File: config.mk
export PLATFORM = sky130hd
export DESIGN_NAME = phyRegHandshake
export DESIGN_NICKNAME = d
export VERILOG_FILES = /design/src/rtl/phyRegPkg.sv /design/src/rtl/phyRegDatapath.sv /design/src/rtl/phyRegCtrl.sv /design/src/rtl/phyRegHandshake.sv
export SDC_FILE = /design/constraint.sdc
export NUM_CORES = 1
export LEC_CHECK = 0
export BUFFER_PORTS_ARGS = -buffer_cell sky130_fd_sc_hd__buf_2
export CAP_MARGIN = 20
export CELL_PAD_IN_SITES_DETAIL_PLACEMENT = 1
export CELL_PAD_IN_SITES_GLOBAL_PLACEMENT = 1
export CORE_AREA = 2 2 116 118
export DETAILED_ROUTE_END_ITERATION = 10
export DIE_AREA = 0 0 118 120
export HOLD_SLACK_MARGIN = 0.15
export MAX_ROUTING_LAYER = met4
export PLACE_DENSITY = 0.79
export SLEW_MARGIN = 20
export SYNTH_ARGS = -nofsm -noshare
export SYNTH_HDL_FRONTEND = slang
export SYNTH_SLANG_ARGS = --single-unit
File: constraint.sdc
create_clock -name clk -period 3 [get_ports clk]
set_clock_uncertainty 0.2 [all_clocks]
set_input_delay 0.6 -clock clk [delete_from_list [all_inputs] [get_ports clk]]
set_output_delay 0.6 -clock clk [all_outputs]
set_load 0.03 [all_outputs]
File: src/rtl/phyRegPkg.sv
package phyRegPkg;

  // strobe bit offsets above the value field (a PHY decodes these positions)
  localparam int STB_CAP_ADDR = 0;
  localparam int STB_CAP_DATA = 1;
  localparam int STB_WRITE    = 2;
  localparam int STB_READ     = 3;
  localparam int NUM_STB      = 4;

  typedef enum logic [2:0] {
    SEL_ZERO,
    SEL_ADDR,
    SEL_ADDR_CAP,
    SEL_DATA_CAP,
    SEL_DATA,
    SEL_DATA_WR,
    SEL_RD
  } wordSel_e;

  typedef enum logic [3:0] {
    ST_IDLE,
    ST_SETUP,
    ST_ADDR_CAP,
    ST_ADDR_REL,
    ST_DATA_CAP,
    ST_DATA_REL,
    ST_WR_SET,
    ST_WR_REL,
    ST_RD_SET,
    ST_RD_REL
  } seqState_e;

  // strobes from control to datapath
  typedef struct packed {
    logic     latchCmd;
    logic     loadWord;
    wordSel_e wordSel;
    logic     restartPoll;
    logic     missSample;
    logic     captureRd;
  } seqStrobes_t;

  // reference-clock override word builder
  function automatic logic [15:0] refClkWord(
    input logic [1:0] prescale,
    input logic [4:0] fbDiv,
    input logic [1:0] fbDiv5,
    input logic [2:0] intGain,
    input logic [2:0] propGain
  );
    return {1'b1, prescale, fbDiv, fbDiv5, intGain, propGain};
  endfunction

  localparam logic [15:0] REFCLK_WORD_25M = refClkWord(2'b01, 5'd6, 2'd2, 3'd0, 3'd7);
  localparam logic [15:0] REFCLK_WORD_50M = refClkWord(2'b00, 5'd6, 2'd2, 3'd0, 3'd7);

endpackage

File: src/rtl/phyRegDatapath.sv
module phyRegDatapath
  import phyRegPkg::*;
#(
  parameter int VAL_W       = 16,
  parameter int CTL_W       = 32,
  parameter int MAX_RETRY   = 100,
  parameter int POLL_CYCLES = 25000
) (
  input  logic              clk,
  input  logic              rst,
  input  seqStrobes_t       stb,
  input  logic [VAL_W-1:0]  cmdAddr,
  input  logic [VAL_W-1:0]  cmdData,
  input  logic [VAL_W-1:0]  phyStatus,
  output logic [CTL_W-1:0]  phyCtl,
  output logic [VAL_W-1:0]  rdData,
  output logic              pollDue,
  output logic              retryLast
);

  localparam int RETRY_W = $clog2(MAX_RETRY + 1) > 0 ? $clog2(MAX_RETRY + 1) : 1;
  localparam int TIMER_W = $clog2(POLL_CYCLES) > 0 ? $clog2(POLL_CYCLES) : 1;
  localparam logic [RETRY_W-1:0] RETRY_END  = RETRY_W'(MAX_RETRY);
  localparam logic [TIMER_W-1:0] TIMER_LOAD = TIMER_W'(POLL_CYCLES - 1);

  logic [VAL_W-1:0]   addrQ, dataQ, addrSrc, dataSrc;
  logic [RETRY_W-1:0] retryCnt;
  logic [TIMER_W-1:0] pollTimer;
  logic [CTL_W-1:0]   ctlQ, nextWord;
  logic [VAL_W-1:0]   rdQ, nextVal;
  logic [NUM_STB-1:0] nextStb;

  assign addrSrc = stb.latchCmd ? cmdAddr : addrQ;
  assign dataSrc = stb.latchCmd ? cmdData : dataQ;

  always_comb begin
    nextVal = '0;
    nextStb = '0;
    unique case (stb.wordSel)
      SEL_ZERO:     ;
      SEL_ADDR:     nextVal = addrSrc;
      SEL_ADDR_CAP: begin nextVal = addrSrc; nextStb[STB_CAP_ADDR] = 1'b1; end
      SEL_DATA_CAP: begin nextVal = dataSrc; nextStb[STB_CAP_DATA] = 1'b1; end
      SEL_DATA:     nextVal = dataSrc;
      SEL_DATA_WR:  begin nextVal = dataSrc; nextStb[STB_WRITE] = 1'b1; end
      SEL_RD:       nextStb[STB_READ] = 1'b1;
      default:      ;
    endcase
    nextWord = '0;
    nextWord[VAL_W-1:0] = nextVal;
    nextWord[VAL_W +: NUM_STB] = nextStb;
  end

  always_ff @(posedge clk) begin
    if (rst) begin
      addrQ <= '0;
      dataQ <= '0;
      ctlQ  <= '0;
      rdQ   <= '0;
    end else begin
      if (stb.latchCmd) begin
        addrQ <= cmdAddr;
        dataQ <= cmdData;
      end
      if (stb.loadWord) ctlQ <= nextWord;
      if (stb.captureRd) rdQ <= phyStatus;
    end
  end

  // sample spacing timer and bounded retry counter
  always_ff @(posedge clk) begin
    if (rst || stb.restartPoll) begin
      retryCnt  <= '0;
      pollTimer <= '0;
    end else if (stb.missSample) begin
      retryCnt  <= retryCnt + 1'b1;
      pollTimer <= TIMER_LOAD;
    end else if (pollTimer != '0) begin
      pollTimer <= pollTimer - 1'b1;
    end
  end

  assign pollDue   = (pollTimer == '0);
  assign retryLast = (retryCnt == RETRY_END);
  assign phyCtl    = ctlQ;
  assign rdData    = rdQ;

endmodule

File: src/rtl/phyRegCtrl.sv
module phyRegCtrl
  import phyRegPkg::*;
(
  input  logic        clk,
  input  logic        rst,
  input  logic        start,
  input  logic        opRead,
  input  logic        phyAck,
  input  logic        pollDue,
  input  logic        retryLast,
  output seqStrobes_t stb,
  output logic        busy,
  output logic        done,
  output logic        error
);

  seqState_e state, nextState;
  logic      isRead, nextRead;
  logic      expAck, finishOk, abort;
  logic      doneQ, errQ;

  always_comb begin
    stb       = '0;
    stb.wordSel = SEL_ZERO;
    nextState = state;
    nextRead  = isRead;
    finishOk  = 1'b0;
    abort     = 1'b0;
    expAck    = state inside {ST_ADDR_CAP, ST_DATA_CAP, ST_WR_SET, ST_RD_SET};
    case (state)
      ST_IDLE: begin
        if (start) begin
          stb.latchCmd = 1'b1;
          stb.loadWord = 1'b1;
          stb.wordSel  = SEL_ADDR;
          nextRead     = opRead;
          nextState    = ST_SETUP;
        end
      end
      ST_SETUP: begin
        stb.loadWord    = 1'b1;
        stb.wordSel     = SEL_ADDR_CAP;
        stb.restartPoll = 1'b1;
        nextState       = ST_ADDR_CAP;
      end
      default: begin
        if (pollDue) begin
          if (phyAck == expAck) begin
            stb.loadWord    = 1'b1;
            stb.restartPoll = 1'b1;
            case (state)
              ST_ADDR_CAP: begin stb.wordSel = SEL_ADDR; nextState = ST_ADDR_REL; end
              ST_ADDR_REL: begin
                stb.wordSel = isRead ? SEL_RD : SEL_DATA_CAP;
                nextState   = isRead ? ST_RD_SET : ST_DATA_CAP;
              end
              ST_DATA_CAP: begin stb.wordSel = SEL_DATA; nextState = ST_DATA_REL; end
              ST_DATA_REL: begin stb.wordSel = SEL_DATA_WR; nextState = ST_WR_SET; end
              ST_WR_SET:   nextState = ST_WR_REL;
              ST_RD_SET:   begin stb.captureRd = 1'b1; nextState = ST_RD_REL; end
              default:     begin finishOk = 1'b1; nextState = ST_IDLE; end
            endcase
          end else if (retryLast) begin
            stb.loadWord    = 1'b1;
            stb.restartPoll = 1'b1;
            abort           = 1'b1;
            nextState       = ST_IDLE;
          end else begin
            stb.missSample = 1'b1;
          end
        end
      end
    endcase
  end

  always_ff @(posedge clk) begin
    if (rst) begin
      state  <= ST_IDLE;
      isRead <= 1'b0;
      doneQ  <= 1'b0;
      errQ   <= 1'b0;
    end else begin
      state  <= nextState;
      isRead <= nextRead;
      doneQ  <= finishOk | abort;
      errQ   <= abort;
    end
  end

  assign busy  = (state != ST_IDLE);
  assign done  = doneQ;
  assign error = errQ;

endmodule

File: src/rtl/phyRegHandshake.sv
module phyRegHandshake
  import phyRegPkg::*;
#(
  parameter int VAL_W       = 16,
  parameter int CTL_W       = 32,
  parameter int MAX_RETRY   = 100,
  parameter int POLL_CYCLES = 25000
) (
  input  logic             clk,
  input  logic             rst,
  input  logic             start,
  input  logic             opRead,
  input  logic [VAL_W-1:0] cmdAddr,
  input  logic [VAL_W-1:0] cmdData,
  input  logic             phyAck,
  input  logic [VAL_W-1:0] phyStatus,
  output logic [CTL_W-1:0] phyCtl,
  output logic             busy,
  output logic             done,
  output logic             error,
  output logic [VAL_W-1:0] rdData
);

  seqStrobes_t stb;
  logic        pollDue, retryLast;

  phyRegCtrl u_ctrl (
    .clk       (clk),
    .rst       (rst),
    .start     (start),
    .opRead    (opRead),
    .phyAck    (phyAck),
    .pollDue   (pollDue),
    .retryLast (retryLast),
    .stb       (stb),
    .busy      (busy),
    .done      (done),
    .error     (error)
  );

  phyRegDatapath #(
    .VAL_W       (VAL_W),
    .CTL_W       (CTL_W),
    .MAX_RETRY   (MAX_RETRY),
    .POLL_CYCLES (POLL_CYCLES)
  ) u_dp (
    .clk       (clk),
    .rst       (rst),
    .stb       (stb),
    .cmdAddr   (cmdAddr),
    .cmdData   (cmdData),
    .phyStatus (phyStatus),
    .phyCtl    (phyCtl),
    .rdData    (rdData),
    .pollDue   (pollDue),
    .retryLast (retryLast)
  );

endmodule

# Word-level counts from Yosys, hierarchy flattened
# Cells that the tools add are included.
op_classes:
  muxes: 38
  reduce_logical: 16
  eq_ne: 16
  div_mod_pow: 0
  shift: 0
  addsub: 2
  bitwise_logic: 1
  n_lt_le_gt_ge: 0
  n_mul: 0
ops:
  columns: ["op", "n"]
  rows:
  - ["16-bit two-way mux", 2]
  - ["16-bit one-hot mux with 2 select lines", 1]
  - ["15-bit two-way mux", 2]
  - ["4-bit one-hot mux with 6 select lines", 1]
  - ["4-bit two-way mux", 5]
  - ["1-bit two-way mux", 18]
  - ["4-bit one-hot mux with 2 select lines", 2]
  - ["15-bit logical NOT", 1]
  - ["15-bit nonzero test", 1]
  - ["15-bit by 1-bit subtractor with 15-bit output (second input constant)", 1]
  - ["4-bit by 3-bit == test with 1-bit output (second input constant)", 3]
  - ["3-bit one-hot mux with 4 select lines", 1]
  - ["4-bit nonzero test", 3]
  - ["3-bit == test (second input constant)", 3]
  - ["4-bit by 2-bit == test with 1-bit output (second input constant)", 2]
  - ["7-bit by 1-bit adder with 7-bit output (second input constant)", 1]
  - ["7-bit == test (second input constant)", 1]
  - ["7-bit two-way mux", 1]
  - ["3-bit by 2-bit == test with 1-bit output (second input constant)", 2]
  - ["3-bit two-way mux", 2]
  - ["2-bit OR reduction", 3]
  - ["6-bit OR reduction", 1]
  - ["5-bit two-way mux", 1]
  - ["4-bit by 1-bit == test with 1-bit output (second input constant)", 1]
  - ["other kinds (14)", 14]
totals:
  ramBits: 0
  inputBits: 53
  latch_bits: 0
  elab_cells: 84
  n_memories: 0
  romBits: 0
  ff_bits: 97
  output_inout_bits: 51

# Longest topological paths before layout
depth:
  depth_word: 9
  mapped_depth: 11
  ltp_nobuf: 8

# By module
# A second synthesis with hierarchy kept.
unflattened:
  hier_cells: 488
  area_unflattened_um2: 4411.7
by_module_without_submodules:
  columns: ["mod", "cells_each", "area_each_um2", "seq_area_each_um2", "n_inst"]
  rows:
  - ["phyRegDatapath", 402, 3816.2, 1801.7, 1]
  - ["phyRegCtrl", 86, 595.6, 140.1, 1]

# Worst setup path before layout
# OpenSTA, ideal clock, no wires.
synth_timing:
  path_kind: "flip-flop to flip-flop"
  start: "register u_dp.pollTimer[6]"
  end: "register u_dp.ctlQ[10], in the netlist u_dp.phyCtl[10]"
  slack_ns: -0.098
  stages_incl_launch_ff: 10
  n_path_buf: 3
  period_less_slack_ns: 3.098
  arrival_time_ns: 2.776
  cell_sequence: "dfxtp_1 -> or4_1 -> buf_2 -> or4_4 -> buf_6 -> o41ai_4 -> xnor2_2 -> buf_6 -> nor4_2 -> o32a_1"
synth_via:
  elab_chain_len: 6
  word_cells_on_any_way: 11
  cone_classes: "eq/ne (5); mux (3); reduce/logical (3)"
synth_lines:
  columns: ["item", "line", "rtl"]
  rows:
  - ["start, declared", "phyRegDatapath.sv:28", "logic [TIMER_W-1:0] pollTimer;"]
  - ["start signal, assigned", "phyRegDatapath.sv:79", "pollTimer <= pollTimer - 1'b1;"]
  - ["15-bit logical NOT *", "phyRegDatapath.sv:83", "assign pollDue = (pollTimer == '0);"]
  - ["7-bit two-way mux *", "phyRegCtrl.sv:47", "if (pollDue) begin"]
  - ["4-bit one-hot mux with 2 select lines *", "phyRegCtrl.sv:30", "case (state)"]
  - ["3-bit == test, or another cell as far along", "phyRegDatapath.sv:39", "unique case (stb.wordSel)"]
  - ["3-bit OR reduction (no source line) or 2-bit OR reduction (tied branches)", null, null]
  - ["16-bit one-hot mux with 2 select lines", "phyRegDatapath.sv:39", null]
  - ["end signal, assigned", "phyRegDatapath.sv:65", "if (stb.loadWord) ctlQ <= nextWord;"]
  - ["end, declared", "phyRegDatapath.sv:29", "logic [CTL_W-1:0] ctlQ, nextWord;"]
# Every way passes the cells marked *; elsewhere a longest branch is shown, timed or not.
# A chain may end at the register's enable or synchronous reset.

# Worst setup path in the final report
layout_timing:
  start: "register u_dp.pollTimer[13]"
  end: "register u_dp.ctlQ[5], in the netlist u_dp.phyCtl[5]"
# The elaborated chain is that of the path after synthesis.

==> results by group <==
Pwr
  – Switch share: 36.6%
  – Max IR drop VDD: 0.306 mV
  – Gate power share: 38.1%
  – Pleak: 2.28 nW
  – Post-route total power: 4.22 mW
  – Clock power share: 24.2%
  – NetSw: 1.55 mW
  – PD cells: 757 nW/um^2
  – Sequential share of power: 37.8%
  – Internal: 2.68 mW

Clock network
  – CTS clk-pin slew, worst paths: 0.07 ns
  – Clock root cell: clkbuf_16
  – Num CTS Buffers: 9
  – Max clock buf depth: 2
  – Clock Latency Late Sink: 0.34 ns
  – TritonCTS clock tree: built
  – H-tree depth: 3
  – Clock Sinks: 97

Synth
  – Register bit total from synthesis: 97
  – Number of distinct library cells after synthesis: 52
  – Synthesized instance count: 532
  – Share of the synthesized area in the top cell type: 42.9%
  – Ys flop type: dfxtp_1
  – Top cells by area, synth: dfxtp_1, a21oi_1, nand2_1, mux2i_1, nor2_1
  – Post-synth top cells: dfxtp_1, nand2_1, a21oi_1
  – EDFF count, synth: 0
  – Count leader, synth: dfxtp_1
  – Yosys warns: 0
  – Sequential share of the synthesized area: 42.9%
  – Post-synth top area cell: dfxtp_1
  – Mean Syn Cell Area: 8.50 um^2
  – Asr flop ratio synth: 0%
  – Syn Std Cell Area: 4520 um^2

Layout
  – Multi-input logic area: 2370 um^2
  – Total Nets Final: 684
  – Area Overhead vs Synth: 23.4%
  – Fin cells: 806
  – Antenna diodes: 0
  – Fillers: 1596
  – Register area: 1950 um^2
  – Fraction of final layout cells sized beyond drive strength 1: 26.2%

Placed design
  – Dpl hpwl: 9310 um
  – Routability cong.: 0.874
  – Inst Count DP: 787
  – Pre-CTS setup slack: 0.00251 ns
  – Input/output buffers: 91

Floorplanning
  – Die Span X: 118 um
  – Chip height: 120 um
  – Num rows: 42
  – I/O pin count: 104
  – Initial Util: 34.9%
  – Full die area: 14200 um^2
  – Placeable core area: 13000 um^2

Setup path
  – Worst-path cell chain: or4_4, or4_4, o41ai_4, xnor2_2, clkbuf_16, nor4_2, o32a_1
  – Worst reg2reg path endpoint: u_dp.phyCtl[5]
  – CP required: 3.03 ns
  – CP endpoint kind: register
  – Crit Path Category: reg -> reg
  – WP data arrival: 3.03 ns
  – Most frequent CP cell: or4_4
  – Critical path's slowest cell: or4_4
  – Critical path's largest stage delay: 0.58 ns
  – FF-to-FF path depth: 7
  – CP startpoint kind: register
  – CP Max Fanout: 8
  – Reg2Reg Setup Slack: 0.0002 ns
  – Reg2reg start: u_dp.pollTimer[13]

Worst hold path
  – HP Start: u_dp.dataQ[3]
  – Hold Path Stages: 2
  – WHS Endpoint: u_dp.dataQ[3]
  – Hold WC Path Type: reg -> reg

Timing
  – Slew @ Worst Pin: 0.883 ns
  – Relative slew margins: 41.1%
  – Slew Viols, Final: 0
  – Setup violators final: 0
  – Setup ws final: 0.000164 ns
  – Post-route clock period utilization: 100%
  – Final Critical Period: 3.00 ns
  – Fin. Hold Viols: 0
  – RSZ-0062 raised after global routing: yes
  – Max Fclk: 333 MHz

Outcome
  – Status: finished clean

Routing
  – Wl on met1: 6010 um
  – Drt via density: 5.22
  – Vias: 4206
  – Routed wl met2: 6740 um
  – Wire length on met3: 470 um
  – Post-DRT Antenna Nets: 0
  – Avg WL per Cell: 16.7 um
  – DRC: 0
  – Final WL: 13500 um
  – 1st-iter DRT viols: 253
  – Initial DRT Pass Iterations: 4
  – Uppermost layer routed: met4

Run
  – Max_cap viols: 0

GRT
  – Initial antenna violation count: 0
  – Vias in the first global route: 4343
  – All-Layer GR Usage: 19.4%
  – First-pass GRT wire length: 21600 um
  – Overflow after GRT: 0
  – Largest net degree at the start of global routing: 82
==> worst max-delay path by stage <==
stage	from	to	slack, ns	cells after the start
finish	u_dp.pollTimer[13]	u_dp.phyCtl[5]	0.0002	7
floorplan	u_dp.pollTimer[6]	u_dp.phyCtl[10]	-0.06	9
CTS	u_dp.pollTimer[13]	u_dp.phyCtl[14]	0.02	7
global placement	u_dp.pollTimer[13]	u_dp.phyCtl[10]	0.05	8
global route	u_dp.pollTimer[13]	u_dp.phyCtl[5]	-0.06	7
detailed placement	u_dp.pollTimer[13]	u_dp.phyCtl[14]	0.003	8
==> power groups by stage <==
stage	clock [mW]	combinational (mW)	sequential, mW
4_1_cts	1.04	1.53	1.59
3_5_place_dp	0	1.51	1.61
6_report	1.02	1.61	1.59
2_1_floorplan	0	0.960	1.71
3_3_place_gp	0	1.45	1.61
5_1_grt	1.10	1.74	1.62
==> registers in the layout (all words and copies together), names as in the netlist <==
| name | count |
|---|---|
| u_dp.phyCtl | 20 |
| u_dp.addrQ | 16 |
| u_dp.dataQ | 16 |
| u_dp.rdData | 16 |
| u_dp.pollTimer | 15 |
| u_dp.retryCnt | 7 |
| u_ctrl.state | 4 |
| u_ctrl.done | 1 |
| u_ctrl.error | 1 |
| u_ctrl.isRead | 1 |
==> metal layers <==
layer | global-route usage [%] | vias to the layer above
met5 | - | -
met4 | 6.93 | 0
met3 | 3.37 | 22
met2 | 32.2 | 104
met1 | 23.8 | 2054
li1 | - | 2026
==> through the flow <==
stage,hold WS [ns],util [%],instance area [um^2],setup TNS (ns)
floorplan,0.234,-,4580,-0.274
global placement,0.245,40.5,5260,0
detailed placement,0.254,40.5,5260,0
CTS,0.263,42.5,5520,0
global route,0.284,43.0,5580,-0.482
finish,0.259,43.0,5580,0
==> placed cells by master (no fill, tap or decap), types with 3 or more instances in the layout <==
cell type and n:
dfxtp_1 94, buf_2 90, nand2_1 81, a21oi_1 63
nor2_1 43, buf_4 25, o21ai_0 20, mux2i_1 18
and2_1 17, o32a_1 16, xnor2_1 13, nor4_2 12
conb_1 12, inv_1 11, nor3_1 11, nor4_1 10
clkbuf_16 10, nand3_1 5, nand2b_1 5, xor2_1 5
ha_1 4, buf_12 4, or4_4 3, nor2b_1 3
and3_1 3, a211oi_1 3, o41ai_1 3, clkinv_2 3
dfxtp_2 3
==> cell type report <==
cell class / count / share of cell area [%]
clock buffers: 10 / 4.10
inverters: 11 / 0.740
well taps: 176 / 3.95
repair buffers: 121 / 13.5
multi-input cells: 387 / 42.4
clock inverters: 4 / 0.403
flip-flops and latches: 97 / 34.9
==> critical path, delay by kind of cell, from the launching register on <==
family | cells | cell delay (ns)
AND/OR/NAND/NOR | 3 | 1.17
flip-flops | 1 | 0.32
XOR/XNOR | 1 | 0.22
buffers and inverters | 1 | 0.23
AO/OA/AOI/OAI | 2 | 0.73
==> what timing repair did <==
item / CTS / global route
hold buffers: 0 / 0
buffers inserted: 0 / 4
resized for setup: 1 / 4
cloned: 0 / 1
pin swaps: 0 / 4
endpoints found under the setup margin: 3 / 16
==> cell families after synthesis <==
logic type                 Yosys count  share of synthesized area [%]
and+or+nand+nor                    209                           23.8
AOI/OAI and AO/OA                  122                           17.2
DFF                                 97                           42.9
buffers and inverters               59                           6.33
muxes                               21                           4.73
xor gates and xnor gates            19                           3.84
adders and majority gates            4                           1.11
other                                1                         0.0829
Note: power is estimated with default switching activity, not from simulation.
